`src/rtl/priv_dec_pkg.sv`:
```
// Package: shared window map, window kinds and interrupt numbers for the
// private window decoder. Assumes a 4 KB window split into 256-byte pages.
package priv_dec_pkg;

    typedef enum logic [1:0] {
        WIN_NONE = 2'd0,
        WIN_SCU  = 2'd1,
        WIN_INTC = 2'd2,
        WIN_TMR  = 2'd3
    } win_e;

    // Page numbers (offset bits [11:8]) where each region starts
    localparam logic [3:0] PG_SCU        = 4'h0;
    localparam logic [3:0] PG_INTC_ALIAS = 4'h1;
    localparam logic [3:0] PG_INTC_BANK0 = 4'h2;
    localparam logic [3:0] PG_TMR_ALIAS  = 4'h6;
    localparam logic [3:0] PG_TMR_BANK0  = 4'h7;
    localparam logic [3:0] PG_END        = 4'hB;

    // Snoop-control register offsets
    localparam logic [7:0] SCU_CTL   = 8'h00;
    localparam logic [7:0] SCU_CFG   = 8'h04;
    localparam logic [7:0] SCU_STAT  = 8'h08;
    localparam logic [7:0] SCU_INVAL = 8'h0C;

    // Private interrupt numbers of a timer pair
    localparam logic [4:0] IRQ_TIMER = 5'd29;
    localparam logic [4:0] IRQ_WDOG  = 5'd30;

endpackage

```
`src/rtl/priv_addr_decode.sv`:
```
// Module: priv_addr_decode
// Sorts an offset page into a window kind and resolves the target CPU index.
// Alias pages use the requesting CPU, banked pages take it from the page.
// Assumes MAX_CPU <= 4 so that the banked regions hold one page per CPU.
module priv_addr_decode
    import priv_dec_pkg::*;
#(
    parameter int MAX_CPU = 4,
    parameter int CPU_W   = 2,
    parameter int CNT_W   = 3
) (
    input  logic [3:0]       page,
    input  logic [CPU_W-1:0] req_cpu,
    input  logic [CNT_W-1:0] cpu_count,
    output win_e             win,
    output logic [3:0]       cpu_idx,
    output logic             in_range,
    output logic             bad_page
);

    // Window kind and CPU index from the page number
    always_comb begin
        win      = WIN_NONE;
        cpu_idx  = '0;
        bad_page = 1'b0;
        if (page == PG_SCU) begin
            win = WIN_SCU;
        end else if (page == PG_INTC_ALIAS) begin
            win     = WIN_INTC;
            cpu_idx = 4'(req_cpu);
        end else if (page < PG_TMR_ALIAS) begin
            win     = WIN_INTC;
            cpu_idx = page - PG_INTC_BANK0;
        end else if (page == PG_TMR_ALIAS) begin
            win     = WIN_TMR;
            cpu_idx = 4'(req_cpu);
        end else if (page < PG_END) begin
            win     = WIN_TMR;
            cpu_idx = page - PG_TMR_BANK0;
        end else begin
            bad_page = 1'b1;
        end
    end

    // CPU present check against the strapped count
    always_comb begin
        in_range = (5'(cpu_idx) < 5'(cpu_count));
    end

endmodule

```
`src/rtl/priv_target_sel.sv`:
```
// Module: priv_target_sel
// Builds the one-hot downstream selects, the local offset and the interrupt
// number of the selected timer unit. Assumes cpu_idx < MAX_CPU when in range.
module priv_target_sel
    import priv_dec_pkg::*;
#(
    parameter int MAX_CPU = 4,
    parameter int TMR_N   = 2 * MAX_CPU
) (
    input  logic               req_valid,
    input  logic               req_write,
    input  win_e               win,
    input  logic [3:0]         cpu_idx,
    input  logic               in_range,
    input  logic [7:0]         off_lo,
    output logic [MAX_CPU-1:0] intc_sel,
    output logic [TMR_N-1:0]   timer_sel,
    output logic [7:0]         tgt_offset,
    output logic [4:0]         tgt_irq_num,
    output logic               tgt_write,
    output logic               tgt_hit
);

    logic live_intc;
    logic live_tmr;

    // Qualify each region with request valid and CPU presence
    always_comb begin
        live_intc = req_valid && in_range && (win == WIN_INTC);
        live_tmr  = req_valid && in_range && (win == WIN_TMR);
    end

    // One select line per interface and two per timer pair
    for (genvar c = 0; c < MAX_CPU; c++) begin : g_cpu
        assign intc_sel[c]        = live_intc && (cpu_idx == 4'(c));
        assign timer_sel[2*c]     = live_tmr && (cpu_idx == 4'(c)) && !off_lo[5];
        assign timer_sel[2*c + 1] = live_tmr && (cpu_idx == 4'(c)) && off_lo[5];
    end

    // Local offset and interrupt number for the chosen unit
    always_comb begin
        tgt_offset  = '0;
        tgt_irq_num = '0;
        if (live_intc) begin
            tgt_offset = off_lo;
        end else if (live_tmr) begin
            tgt_offset  = {4'b0000, off_lo[3:0]};
            tgt_irq_num = off_lo[5] ? IRQ_WDOG : IRQ_TIMER;
        end
    end

    // Hit and write strobe for downstream
    always_comb begin
        tgt_hit   = (|intc_sel) || (|timer_sel);
        tgt_write = tgt_hit && req_write;
    end

endmodule

```
`src/rtl/scu_regs.sv`:
```
// Module: scu_regs
// Snoop-control register group: a one-bit enable, a configuration word built
// from the CPU count, and two registers that read as zero.
// Assumes 1 <= cpu_count <= MAX_CPU and MAX_CPU <= 4.
module scu_regs
    import priv_dec_pkg::*;
#(
    parameter int MAX_CPU = 4,
    parameter int CPU_W   = 2,
    parameter int CNT_W   = 3,
    parameter int DATA_W  = 32
) (
    input  logic              clk,
    input  logic              rst_n,
    input  logic              acc,
    input  logic              write,
    input  logic [7:0]        reg_off,
    input  logic              wbit,
    input  logic [CNT_W-1:0]  cpu_count,
    output logic              ctl,
    output logic              known,
    output logic [DATA_W-1:0] rdata
);

    logic [MAX_CPU-1:0] present;
    logic [CPU_W-1:0]   count_m1;
    logic [DATA_W-1:0]  cfg_word;

    // Recognise the four defined register offsets
    always_comb begin
        case (reg_off)
            SCU_CTL, SCU_CFG, SCU_STAT, SCU_INVAL: known = 1'b1;
            default:                               known = 1'b0;
        endcase
    end

    // Present-CPU mask and count field of the configuration word
    always_comb begin
        for (int i = 0; i < MAX_CPU; i++) begin
            present[i] = (CNT_W'(i) < cpu_count);
        end
        count_m1 = CPU_W'(cpu_count - CNT_W'(1));
        cfg_word = DATA_W'({present, 4'b0000}) | DATA_W'(count_m1);
    end

    // Enable register: only bit 0 of a write to the control offset is kept
    always_ff @(posedge clk) begin
        if (!rst_n) begin
            ctl <= 1'b0;
        end else if (acc && write && (reg_off == SCU_CTL)) begin
            ctl <= wbit;
        end
    end

    // Read multiplexer
    always_comb begin
        case (reg_off)
            SCU_CTL: rdata = DATA_W'(ctl);
            SCU_CFG: rdata = cfg_word;
            default: rdata = '0;
        endcase
    end

endmodule

```
`src/rtl/priv_window_decoder.sv`:
```
// Module: priv_window_decoder (top)
// Decodes a 12-bit private-window offset into snoop-control, interrupt
// interface and timer-pair targets, and registers a one-cycle response.
// Assumes downstream read data is valid in the request cycle.
module priv_window_decoder
    import priv_dec_pkg::*;
#(
    parameter int MAX_CPU = 4,
    parameter int DATA_W  = 32,
    localparam int CPU_W  = $clog2(MAX_CPU),
    localparam int CNT_W  = $clog2(MAX_CPU + 1),
    localparam int TMR_N  = 2 * MAX_CPU
) (
    input  logic               clk,
    input  logic               rst_n,
    input  logic [CNT_W-1:0]   cpu_count,
    input  logic               req_valid,
    input  logic               req_write,
    input  logic [CPU_W-1:0]   req_cpu,
    input  logic [11:0]        req_addr,
    input  logic [DATA_W-1:0]  req_wdata,
    input  logic [DATA_W-1:0]  dn_rdata,
    output logic [MAX_CPU-1:0] intc_sel,
    output logic [TMR_N-1:0]   timer_sel,
    output logic [7:0]         tgt_offset,
    output logic [4:0]         tgt_irq_num,
    output logic               tgt_write,
    output logic [DATA_W-1:0]  tgt_wdata,
    output logic               rsp_valid,
    output logic [DATA_W-1:0]  rsp_rdata,
    output logic               rsp_err
);

    win_e              win;
    logic [3:0]        cpu_idx;
    logic              in_range;
    logic              bad_page;
    logic              tgt_hit;
    logic              scu_acc;
    logic              scu_known;
    logic              scu_ctl;
    logic [DATA_W-1:0] scu_rdata;
    logic              req_err;
    logic [DATA_W-1:0] next_rdata;

    priv_addr_decode #(
        .MAX_CPU (MAX_CPU),
        .CPU_W   (CPU_W),
        .CNT_W   (CNT_W)
    ) u_decode (
        .page      (req_addr[11:8]),
        .req_cpu   (req_cpu),
        .cpu_count (cpu_count),
        .win       (win),
        .cpu_idx   (cpu_idx),
        .in_range  (in_range),
        .bad_page  (bad_page)
    );

    priv_target_sel #(
        .MAX_CPU (MAX_CPU),
        .TMR_N   (TMR_N)
    ) u_tsel (
        .req_valid   (req_valid),
        .req_write   (req_write),
        .win         (win),
        .cpu_idx     (cpu_idx),
        .in_range    (in_range),
        .off_lo      (req_addr[7:0]),
        .intc_sel    (intc_sel),
        .timer_sel   (timer_sel),
        .tgt_offset  (tgt_offset),
        .tgt_irq_num (tgt_irq_num),
        .tgt_write   (tgt_write),
        .tgt_hit     (tgt_hit)
    );

    // Snoop-control access qualifier
    assign scu_acc = req_valid && (win == WIN_SCU);

    scu_regs #(
        .MAX_CPU (MAX_CPU),
        .CPU_W   (CPU_W),
        .CNT_W   (CNT_W),
        .DATA_W  (DATA_W)
    ) u_scu (
        .clk       (clk),
        .rst_n     (rst_n),
        .acc       (scu_acc),
        .write     (req_write),
        .reg_off   (req_addr[7:0]),
        .wbit      (req_wdata[0]),
        .cpu_count (cpu_count),
        .ctl       (scu_ctl),
        .known     (scu_known),
        .rdata     (scu_rdata)
    );

    // Write data goes straight to the downstream units
    assign tgt_wdata = req_wdata;

    // Error for unmapped pages and undefined snoop-control offsets
    always_comb begin
        req_err = req_valid && (bad_page || ((win == WIN_SCU) && !scu_known));
    end

    // Read data source for the response
    always_comb begin
        next_rdata = '0;
        if (req_valid && !req_write) begin
            if (scu_acc && scu_known) begin
                next_rdata = scu_rdata;
            end else if (tgt_hit) begin
                next_rdata = dn_rdata;
            end
        end
    end

    // Response register: one cycle after the request
    always_ff @(posedge clk) begin
        if (!rst_n) begin
            rsp_valid <= 1'b0;
            rsp_err   <= 1'b0;
            rsp_rdata <= '0;
        end else begin
            rsp_valid <= req_valid;
            rsp_err   <= req_err;
            rsp_rdata <= next_rdata;
        end
    end

endmodule

```
`config.mk`:
```
export PLATFORM = sky130hd
export DESIGN_NAME = priv_window_decoder
export DESIGN_NICKNAME = d
export VERILOG_FILES = /design/src/rtl/priv_dec_pkg.sv /design/src/rtl/priv_addr_decode.sv /design/src/rtl/priv_target_sel.sv /design/src/rtl/scu_regs.sv /design/src/rtl/priv_window_decoder.sv
export SDC_FILE = /design/constraint.sdc
export NUM_CORES = 1
export LEC_CHECK = 0
export BUFFER_PORTS_ARGS = -buffer_cell sky130_fd_sc_hd__buf_2
export CORE_MARGIN = 4
export CORE_UTILIZATION = 45
export CTS_CLUSTER_DIAMETER = 150
export DETAILED_ROUTE_END_ITERATION = 16
export PLACE_DENSITY = 0.87
export SLEW_MARGIN = 20
export SYNTH_ARGS = -nofsm -noshare
export SYNTH_HDL_FRONTEND = slang
export SYNTH_HIERARCHICAL = 1
export SYNTH_SLANG_ARGS = --single-unit
```
`constraint.sdc`:
```
create_clock -name clk -period 7.6 [get_ports clk]
set_input_delay 1.52 -clock clk [delete_from_list [all_inputs] [get_ports clk]]
set_output_delay 1.52 -clock clk [all_outputs]
set_load 0.05 [all_outputs]
```
# Yosys cells after proc, flatten, opt, wreduce, memory -nomap -nowiden
# Cells that the tools add are included.
[word_totals]
mem_bits_rw = 0
register_bits = 35
mem_count = 0
latch_bits = 0
mem_bits_ro = 0
[op_classes]
n_mul = 0
n_eq_ne = 11
mux = 24
add_sub_neg = 3
reduce_logical = 39
bitwise = 1
n_lt_le_gt_ge = 7
shift = 0
div_mod_pow = 0
[op_table]
columns = ["op", "count"]
rows = [
  ["2-to-1 mux 32 bit", 2],
  ["one-hot mux 32 bit (2 select lines)", 1],
  ["logical AND 1 bit", 27],
  ["2-to-1 mux 4 bit", 6],
  ["== test 8 x 4 -> 1 bit (second input constant)", 2],
  ["2-to-1 mux 2 bit", 6],
  ["2-to-1 mux 5 bit", 2],
  ["== test 4 x 1 -> 1 bit (second input constant)", 2],
  ["== test 4 x 2 -> 1 bit (second input constant)", 2],
  ["== test 8 x 3 -> 1 bit (second input constant)", 1],
  ["zero test 4 bit", 2],
  ["zero test 8 bit", 1],
  ["2-to-1 mux 8 bit", 1],
  ["bitwise OR 8 x 2 -> 8 bit", 1],
  ["OR reduction 4 bit", 2],
  ["OR reduction 8 bit", 1],
  ["less-than comparator 1 x 3 -> 1 bit (first input constant)", 2],
  ["less-than comparator 2 x 3 -> 1 bit (first input constant)", 2],
  ["2-to-1 mux 1 bit", 6],
  ["== test 2 bit (second input constant)", 2],
  ["== test 4 x 3 -> 1 bit (second input constant)", 1],
  ["less-than comparator 4 x 3 -> 1 bit", 1],
  ["less-than comparator 4 x 3 -> 1 bit (second input constant)", 1],
  ["less-than comparator 4 bit (second input constant)", 1],
  ["7 further kinds", 10],
]

# Depth between registers and ports, before layout
# Gate-level depths: netlist of run 1.
[logic_depth]
ltp_word = 15
ltp_mapped = 15
depth_no_buf = 14

# Cells and area by module
# The synthesis of run 1 kept the hierarchy.
[modules_own_cells]
columns = ["module", "n_inst", "cells_each", "area_per_inst_um2"]
rows = [
  ["priv_window_decoder", 1, 182, 1500.2],
  ["priv_addr_decode", 1, 58, 407.9],
  ["scu_regs", 1, 49, 366.6],
  ["priv_target_sel", 1, 38, 249.0],
]

# Worst setup path before layout of run 1
# OpenSTA, ideal clock, no wires.
[synth_timing]
path_kind = "input to output"
from = "in req_addr[8]"
to = "out timer_sel[0]"
n_path_buf = 1
slack_ns = 0.965
required_ns = 6.080
cell_stages = 11
arrival_ns = 5.115
path_cell_list = "inv_1 > ha_1 > nor2_1 > nor2_1 > a2111oi_0 > ha_1 > o21a_1 > a211oi_2 > nand4_1 > clkbuf_1 > nor3_1"
[synth_via]
elab_chain_len = 11
word_cells_on_any_way = 24
cone_classes = "add/sub (2); order compare (3); eq/ne (3); mux (10); reduce/logical (6)"
[synth_lines]
columns = ["item", "line_no", "rtl"]
rows = [
  ["from (decl)", "priv_window_decoder.sv:20", "input logic [11:0] req_addr,"],
  ["subtractor 4 x 3 -> 4 bit / less-than comparator 4 bit (equally long branches)", "priv_addr_decode.sv:39, priv_addr_decode.sv:37", ""],
  ["2-to-1 mux 4 bit", "priv_addr_decode.sv:37", "end else if (page < PG_END) begin"],
  ["2-to-1 mux 4 bit", "priv_addr_decode.sv:34", "end else if (page == PG_TMR_ALIAS) begin"],
  ["2-to-1 mux 4 bit", "priv_addr_decode.sv:31", "end else if (page < PG_TMR_ALIAS) begin"],
  ["2-to-1 mux 4 bit", "priv_addr_decode.sv:28", "end else if (page == PG_INTC_ALIAS) begin"],
  ["2-to-1 mux 4 bit (*)", "priv_addr_decode.sv:26", "if (page == PG_SCU) begin"],
  ["named net cpu_idx[2]", "priv_window_decoder.sv:35", "logic [3:0] cpu_idx;"],
  ["less-than comparator 4 x 3 -> 1 bit (*)", "priv_addr_decode.sv:47", "in_range = (5'(cpu_idx) < 5'(cpu_count));"],
  ["named net in_range", "priv_window_decoder.sv:36", "logic in_range;"],
  ["logical AND 1 bit (*) (2 in series)", "priv_target_sel.sv:30", "live_tmr = req_valid && in_range && (win == WIN_TMR);"],
  ["logical AND 1 bit (*) (2 in series)", "priv_target_sel.sv:36", "assign timer_sel[2*c] = live_tmr && (cpu_idx == 4'(c)) && !off_lo[5];"],
  ["to (decl)", "priv_window_decoder.sv:24", "output logic [TMR_N-1:0] timer_sel,"],
]
# Mark *: on every way through the listed nets, which the timed path passes. The rest lies on a longest branch.

# Final worst setup path of run 1
# Same ends and word-level chain as after synthesis.

==> results of run 1 <==
-- registers in the layout, indices dropped and copies added, names as in the netlist --
| name | count |
|---|---|
| rsp_valid | 1 |
| rsp_rdata | 32 |
| rsp_err | 1 |
| u_scu/ctl | 1 |
-- logic make-up (layout without fill, tap and decap cells) --
kind of cell / Yosys count / after routing / synth area share
AOI/OAI and AO/OA: 58 / 58 / 0.1378
xor gates and xnor gates: 1 / 1 / 0.003471
adders and majority gates: 8 / 8 / 0.03966
buffers and inverters: 87 / 135 / 0.2355
DFF: 35 / 35 / 0.2776
other: 1 / 26 / 0.001486
and+or+nand+nor: 137 / 137 / 0.3044
-- routing by layer --
layer,vias up,wire length [µm],GRT usage
li1,1177,-,-
met1,1054,2702,0.2163
met2,142,3432,0.3418
met3,24,602,0.05655
met4,0,182,0.07727
met5,-,0,0
-- worst max-delay path, stage by stage --
cell and delay (ps):
buf_2 190, inv_1 100, ha_1 280, nor2_1 190, nor2_1 50, a2111oi_0 350
buf_4 220, ha_1 230, o21a_1 110, a211oi_2 300, nand4_1 500, nor3_1 350
buf_2 300
-- worst paths after layout --
check / start / end
min reg2reg: u_scu/ctl$_SDFFE_PN0P_ / u_scu/ctl$_SDFFE_PN0P_
min: u_scu/ctl$_SDFFE_PN0P_ / u_scu/ctl$_SDFFE_PN0P_
max: req_addr[8] / timer_sel[0]
max reg2reg: u_scu/ctl$_SDFFE_PN0P_ / rsp_rdata[0]$_SDFF_PN0_
-- through the flow --
step | setup WS [ps] | power [mW] | hold slack [ps] | utilization | cells
after floorplan | 965.4 | 0.3198 | 582.8 | - | 352
after global placement | 1603 | 0.2999 | 606.0 | 0.5007 | 464
after detailed placement | 1400 | 0.3017 | 636.3 | 0.5007 | 464
after CTS | 1386 | 0.4707 | 647.4 | 0.5213 | 472
after global routing | 1087 | 0.4869 | 700.3 | 0.5219 | 472
final | 1383 | 0.4655 | 642.6 | 0.5219 | 472
-- cell usage after synthesis (2+ instances only) --
library cell	count
buf_4	61
a21oi_1	39
nand2_1	36
dfxtp_1	35
nand3_1	32
nor2_1	25
inv_1	11
and2_1	10
ha_1	8
buf_2	7
nor3_1	6
o21ai_0	5
buf_6	4
clkbuf_1	4
nor3_2	3
a2111oi_0	2
a31oi_1	2
and3_1	2
and4b_1	2
nand2b_1	2
nand4b_1	2
o21a_1	2
or4b_4	2
-- power groups by stage --
stage	Sequential (mW)	Combinational [mW]	Clock, mW
floorplan	0.198	0.122	0
global placement	0.190	0.110	0
detailed placement	0.190	0.112	0
CTS	0.186	0.112	0.173
global route	0.186	0.122	0.179
finish	0.186	0.113	0.167
-- cell type report --
| class | instances | area, µm² | share of cell area |
|---|---|---|---|
| multi-input combinational | 230 | 1326 | 0.4643 |
| sequential | 35 | 700.7 | 0.2453 |
| timing repair buffer | 116 | 585.6 | 0.2050 |
| tap | 72 | 90.09 | 0.03154 |
| clock buffer | 5 | 68.82 | 0.02409 |
| clock inverter | 3 | 43.79 | 0.01533 |
| inverter | 11 | 41.29 | 0.01445 |
==> results.py, run 1 <==
metrics = {
    "status": {
        "run_status": "finished, final reports clean",
    },
    "floorplanning": {
        "initial_core_util": 0.4611,
        "core_area_um2": 5473,
        "die_h_um": 82.89,
        "num_rows": 27,
        "num_io_pins": 177,
        "die-area_um2": 6870,
        "die_w_um": 82.89,
    },
    "placed_design": {
        "dpl.hpwl_mm": 5.482,
        "gp_congestion": 0.8679,
        "io_buffer_count": 114,
        "post_dp_cell_area_um2": 2740,
    },
    "clocking": {
        "cts_buffers": 5,
        "path_clk_slew_ps": 70,
        "cts.sinks": 35,
        "clockBufferDepth": 2,
        "clk_latency_ps": 280,
        "cts_tree": "yes",
        "cts_setup_buffers": 0,
        "htreeDepth": 2,
        "hold_buffers": 0,
        "ctsResizeCount": 0,
        "cts_root_buf": "clkbuf_8",
    },
    "hold_path": {
        "min_path_type": "reg -> reg",
        "min_path_cells": 3,
    },
    "power": {
        "p_leak_nw": 1.381,
        "cellPowerDensity_nw_per_um2": 163.0,
        "pwr-share-comb": 0.242,
        "p_seq_frac": 0.399,
        "net-switching-power_mw": 0.1461,
        "p_int_mw": 0.3194,
        "p_clk_frac": 0.359,
        "vdd_drop_max_mv": 0.09690,
        "swShare": 0.3138,
    },
    "logic_synthesis": {
        "synth-main-ff-cell": "dfxtp_1",
        "yosys_warnings": 6,
        "synth_area_leader_cell": "dfxtp_1",
        "netlist.area_leader.share": 0.2776,
        "netlist_instances": 327,
        "syn_area_um2": 2524,
        "synth_seq_cells": 35,
        "yosysSeqAreaShare": 0.2776,
        "synth_edf_count": 0,
        "async_flop_share": 0,
        "synth_cell_type_count": 48,
        "syn_area_per_cell_um2": 7.718,
        "synthTopCellsByArea": "dfxtp_1 (28%), buf_4 (18%), a21oi_1 (7.7%), nand3_1 (6.3%), nand2_1 (5.4%)",
    },
    "grt": {
        "grt_max_degree": 33,
        "grt_pass1_wl_mm": 11.05,
        "antenna_found_initial": 0,
        "grt.total_usage": 0.1933,
        "grt_pass1_vias": 2281,
        "gr-total-overflow": 0,
    },
    "routing": {
        "vias": 2397,
        "antenna_left": 0,
        "post_drt_wl_per_cell_um": 14.66,
        "drt-total-wl_mm": 6.919,
        "first_iter_violations": 56,
        "drc": 0,
        "via_per_inst": 5.078,
        "dr.pass1.iters": 4,
    },
    "sta": {
        "timing.final.hold_violations": 0,
        "clock.fmax_ghz": 0.1608,
        "tightest_slew_ps": 1132,
        "rsz0062_at_grt": "no",
        "finalSetupViolCount": 0,
        "skew_ps": 0.6820,
        "min_period_ps": 6217,
        "min_period_over_period": 0.8180,
        "tns_ps": 0,
        "slew_headroom": 0.2456,
        "slew_viol_final": 0,
    },
    "finish": {
        "final_common_cell": "buf_2",
        "layout-drive-gt1-share": 0.3550,
        "final_cell_mix": "buf_2 (114), a21oi_1 (39), nand2_1 (36), dfxtp_1 (35), nand3_1 (32)",
        "num_antenna_cells": 0,
        "fin_area_um2": 2856,
        "nets": 492,
        "fill_cells": 536,
        "area_growth_pct": 13.19,
    },
    "worst_setup_path": {
        "r2r_slack_ps": 6730,
        "arrival_ps": 4700,
        "ff2ff_path_depth": 4,
        "cp_data_required_time_ps": 6080,
        "start_kind": "input pin",
        "crit_type": "in -> out",
        "crit_fanout": 11,
        "endpoint_kind": "output port",
    },
    "job": {
        "drv_cap": 0,
    },
}
Power figures use the tool's default switching activity.
==> run 2, diff against run 1 <==
--- a/config.mk
+++ b/config.mk
@@ -7,10 +7,10 @@
 export LEC_CHECK = 0
 export BUFFER_PORTS_ARGS = -buffer_cell sky130_fd_sc_hd__buf_2
 export CORE_MARGIN = 4
-export CORE_UTILIZATION = 45
+export CORE_UTILIZATION = 38
 export CTS_CLUSTER_DIAMETER = 150
 export DETAILED_ROUTE_END_ITERATION = 16
-export PLACE_DENSITY = 0.87
+export PLACE_DENSITY = 0.78
 export SLEW_MARGIN = 20
 export SYNTH_ARGS = -nofsm -noshare
 export SYNTH_HDL_FRONTEND = slang
==> constraint.sdc (replaced) <==
create_clock -name clk -period 5.08 [get_ports clk]
set_input_delay 1.016 -clock clk [delete_from_list [all_inputs] [get_ports clk]]
set_output_delay 1.016 -clock clk [all_outputs]
set_load 0.05 [all_outputs]
==> results.py, run 2 (same netlist as run 1, synthesis figures left out) <==
metrics = {
    "floorplanning": {
        "die_w_um": 89.50,
        "die-area_um2": 8009,
        "num_io_pins": 177,
        "num_rows": 29,
        "initial_core_util": 0.3952,
        "die_h_um": 89.50,
        "core_area_um2": 6386,
    },
    "routing": {
        "dr.pass1.iters": 4,
        "drc": 0,
        "post_drt_wl_per_cell_um": 14.87,
        "drt-total-wl_mm": 7.136,
        "antenna_left": 0,
        "first_iter_violations": 81,
        "vias": 2352,
        "via_per_inst": 4.900,
    },
    "worst_setup_path": {
        "cp_slowest_cell": "a211oi_2",
        "r2r_end": "rsp_rdata[0]$_SDFF_PN0_",
        "startpoint": "req_addr[9]",
        "endpoint": "timer_sel[6]",
        "crit_fanout": 11,
        "crit_chain": "buf_2, inv_1, ha_2, nor2_1, a21oi_1, o21ai_0, and2_1, ha_1, a2111oi_2, o311ai_1, a211oi_2, nand4_1, buf_4, nor3_2, clkbuf_4",
        "crit_type": "in -> out",
        "r2r_slack_ps": 4240,
        "cp_data_required_time_ps": 4060,
        "critPathMaxStageDelay_ps": 340,
        "reg2reg_from": "u_scu/ctl$_SDFFE_PN0P_",
        "start_kind": "input pin",
        "ff2ff_path_depth": 4,
        "arrival_ps": 3790,
        "endpoint_kind": "output port",
    },
    "clocking": {
        "ctsResizeCount": 0,
        "clockBufferDepth": 2,
        "hold_buffers": 0,
        "cts_setup_buffers": 0,
        "cts_tree": "yes",
        "clk_latency_ps": 280,
        "cts_root_buf": "clkbuf_8",
        "path_clk_slew_ps": 70,
        "htreeDepth": 2,
        "cts_buffers": 5,
        "cts.sinks": 35,
    },
    "finish": {
        "regMostFlops": "rsp_rdata",
        "regArea_um2": 700.7,
        "fin_cells": 480,
        "fill_cells": 640,
        "final_common_cell": "buf_2",
        "area_growth_pct": 15.62,
        "multi_input_area_um2": 1364,
        "final_cell_mix": "buf_2 (108), a21oi_1 (39), nand2_1 (36), dfxtp_1 (35), nand3_1 (32)",
        "largest_register_ffs": 32,
        "num_antenna_cells": 0,
        "nets": 495,
        "layout-drive-gt1-share": 0.3772,
    },
    "power": {
        "p_leak_nw": 1.382,
        "vdd_drop_max_mv": 0.1408,
        "cellPowerDensity_nw_per_um2": 222.1,
    },
    "grt": {
        "met2_usage": 0.2833,
        "grt.total_usage": 0.1633,
        "gr-total-overflow": 0,
        "met1_usage": 0.1858,
        "grt_pass1_wl_mm": 10.07,
        "grt_max_degree": 33,
        "grt.busiest_layer": "met2",
        "met3_usage": 0.04424,
        "antenna_found_initial": 0,
        "grt_pass1_vias": 2134,
    },
    "sta": {
        "finalSetupViolCount": 0,
        "tightest_slew_ps": 627.0,
        "min_period_over_period": 0.9463,
        "clock.fmax_ghz": 0.2080,
        "rsz0062_at_grt": "yes",
        "min_period_ps": 4807,
        "slew_headroom": 0.5820,
        "timing.final.hold_violations": 0,
        "slew_viol_final": 0,
        "fin_ws_ps": 272.8,
        "skew_ps": 2.836,
        "tns_ps": 0,
    },
    "placed_design": {
        "dp_slack_ps": 235.5,
        "place_inst": 472,
        "dpl.hpwl_mm": 5.703,
        "io_buffer_count": 114,
        "gp_congestion": 0.9795,
    },
    "hold_path": {
        "min_path_type": "reg -> reg",
    },
    "job": {
        "drv_cap": 0,
    },
    "status": {
        "run_status": "finished, final reports clean",
    },
}
run 2: cell count changes in the layout (fill, tap and decap cells not counted), moves of 2 or more:
| cell | previous run | this run |
|---|---|---|
| buf_2 | 114 | 108 |
| buf_4 | 2 | 7 |
| nor3_1 | 6 | 1 |
| nor3_2 | 3 | 7 |
| clkbuf_4 | 0 | 3 |
| clkinvlp_4 | 0 | 2 |
| ha_1 | 8 | 6 |
| ha_2 | 0 | 2 |
run 2: per-layer routing:
metal  share of wire  up-vias
li1                -     1181
met1            0.39     1024
met4           0.025        0
met3           0.099       26
met5               0        -
met2            0.49      121
run 2: report_power, final:
part           switching [mW]  internal [mW]  leakage (nW)  total [mW]
Sequential           0.000724          0.277         0.283       0.278
Combinational           0.116         0.0567          1.06       0.173
Clock                   0.102         0.0954        0.0402       0.197
run 2: per-stage QoR:
stage               hold WS, ps    util  area (µm²)  total power, mW
floorplan                 582.8       -        2644           0.4803
global route              670.3  0.4569        2918           0.6827
finish                    656.1  0.4569        2918           0.6482
detailed placement        628.9  0.4381        2798           0.4560
CTS                       640.4  0.4520        2887           0.6544
global placement          610.0  0.4377        2795           0.4538
run 2: worst min path at each step:
stage                            from                endpoint  slack, ps  depth (start not counted)
2_1_floorplan  u_scu/ctl$_SDFFE_PN0P_  u_scu/ctl$_SDFFE_PN0P_        580                          3
3_3_place_gp   u_scu/ctl$_SDFFE_PN0P_  u_scu/ctl$_SDFFE_PN0P_        610                          3
3_5_place_dp   u_scu/ctl$_SDFFE_PN0P_  u_scu/ctl$_SDFFE_PN0P_        630                          3
4_1_cts        u_scu/ctl$_SDFFE_PN0P_  u_scu/ctl$_SDFFE_PN0P_        640                          3
5_1_grt        u_scu/ctl$_SDFFE_PN0P_  u_scu/ctl$_SDFFE_PN0P_        670                          3
6_report       u_scu/ctl$_SDFFE_PN0P_  u_scu/ctl$_SDFFE_PN0P_        660                          3
run 2: layout make-up:
class / count / share of cell area
well taps: 77 / 0.03302
clock buffers: 5 / 0.02358
repair buffers: 119 / 0.2148
clock inverters: 3 / 0.006861
multi-input cells: 230 / 0.4674
inverters: 11 / 0.01415
flip-flops and latches: 35 / 0.2401
run 2: critical path: cells and delay by family:
family | cells | cell delay (ps)
compound gates | 5 | 1010
buf+inv | 4 | 760
simple gates | 4 | 550
fa+ha+maj | 2 | 460
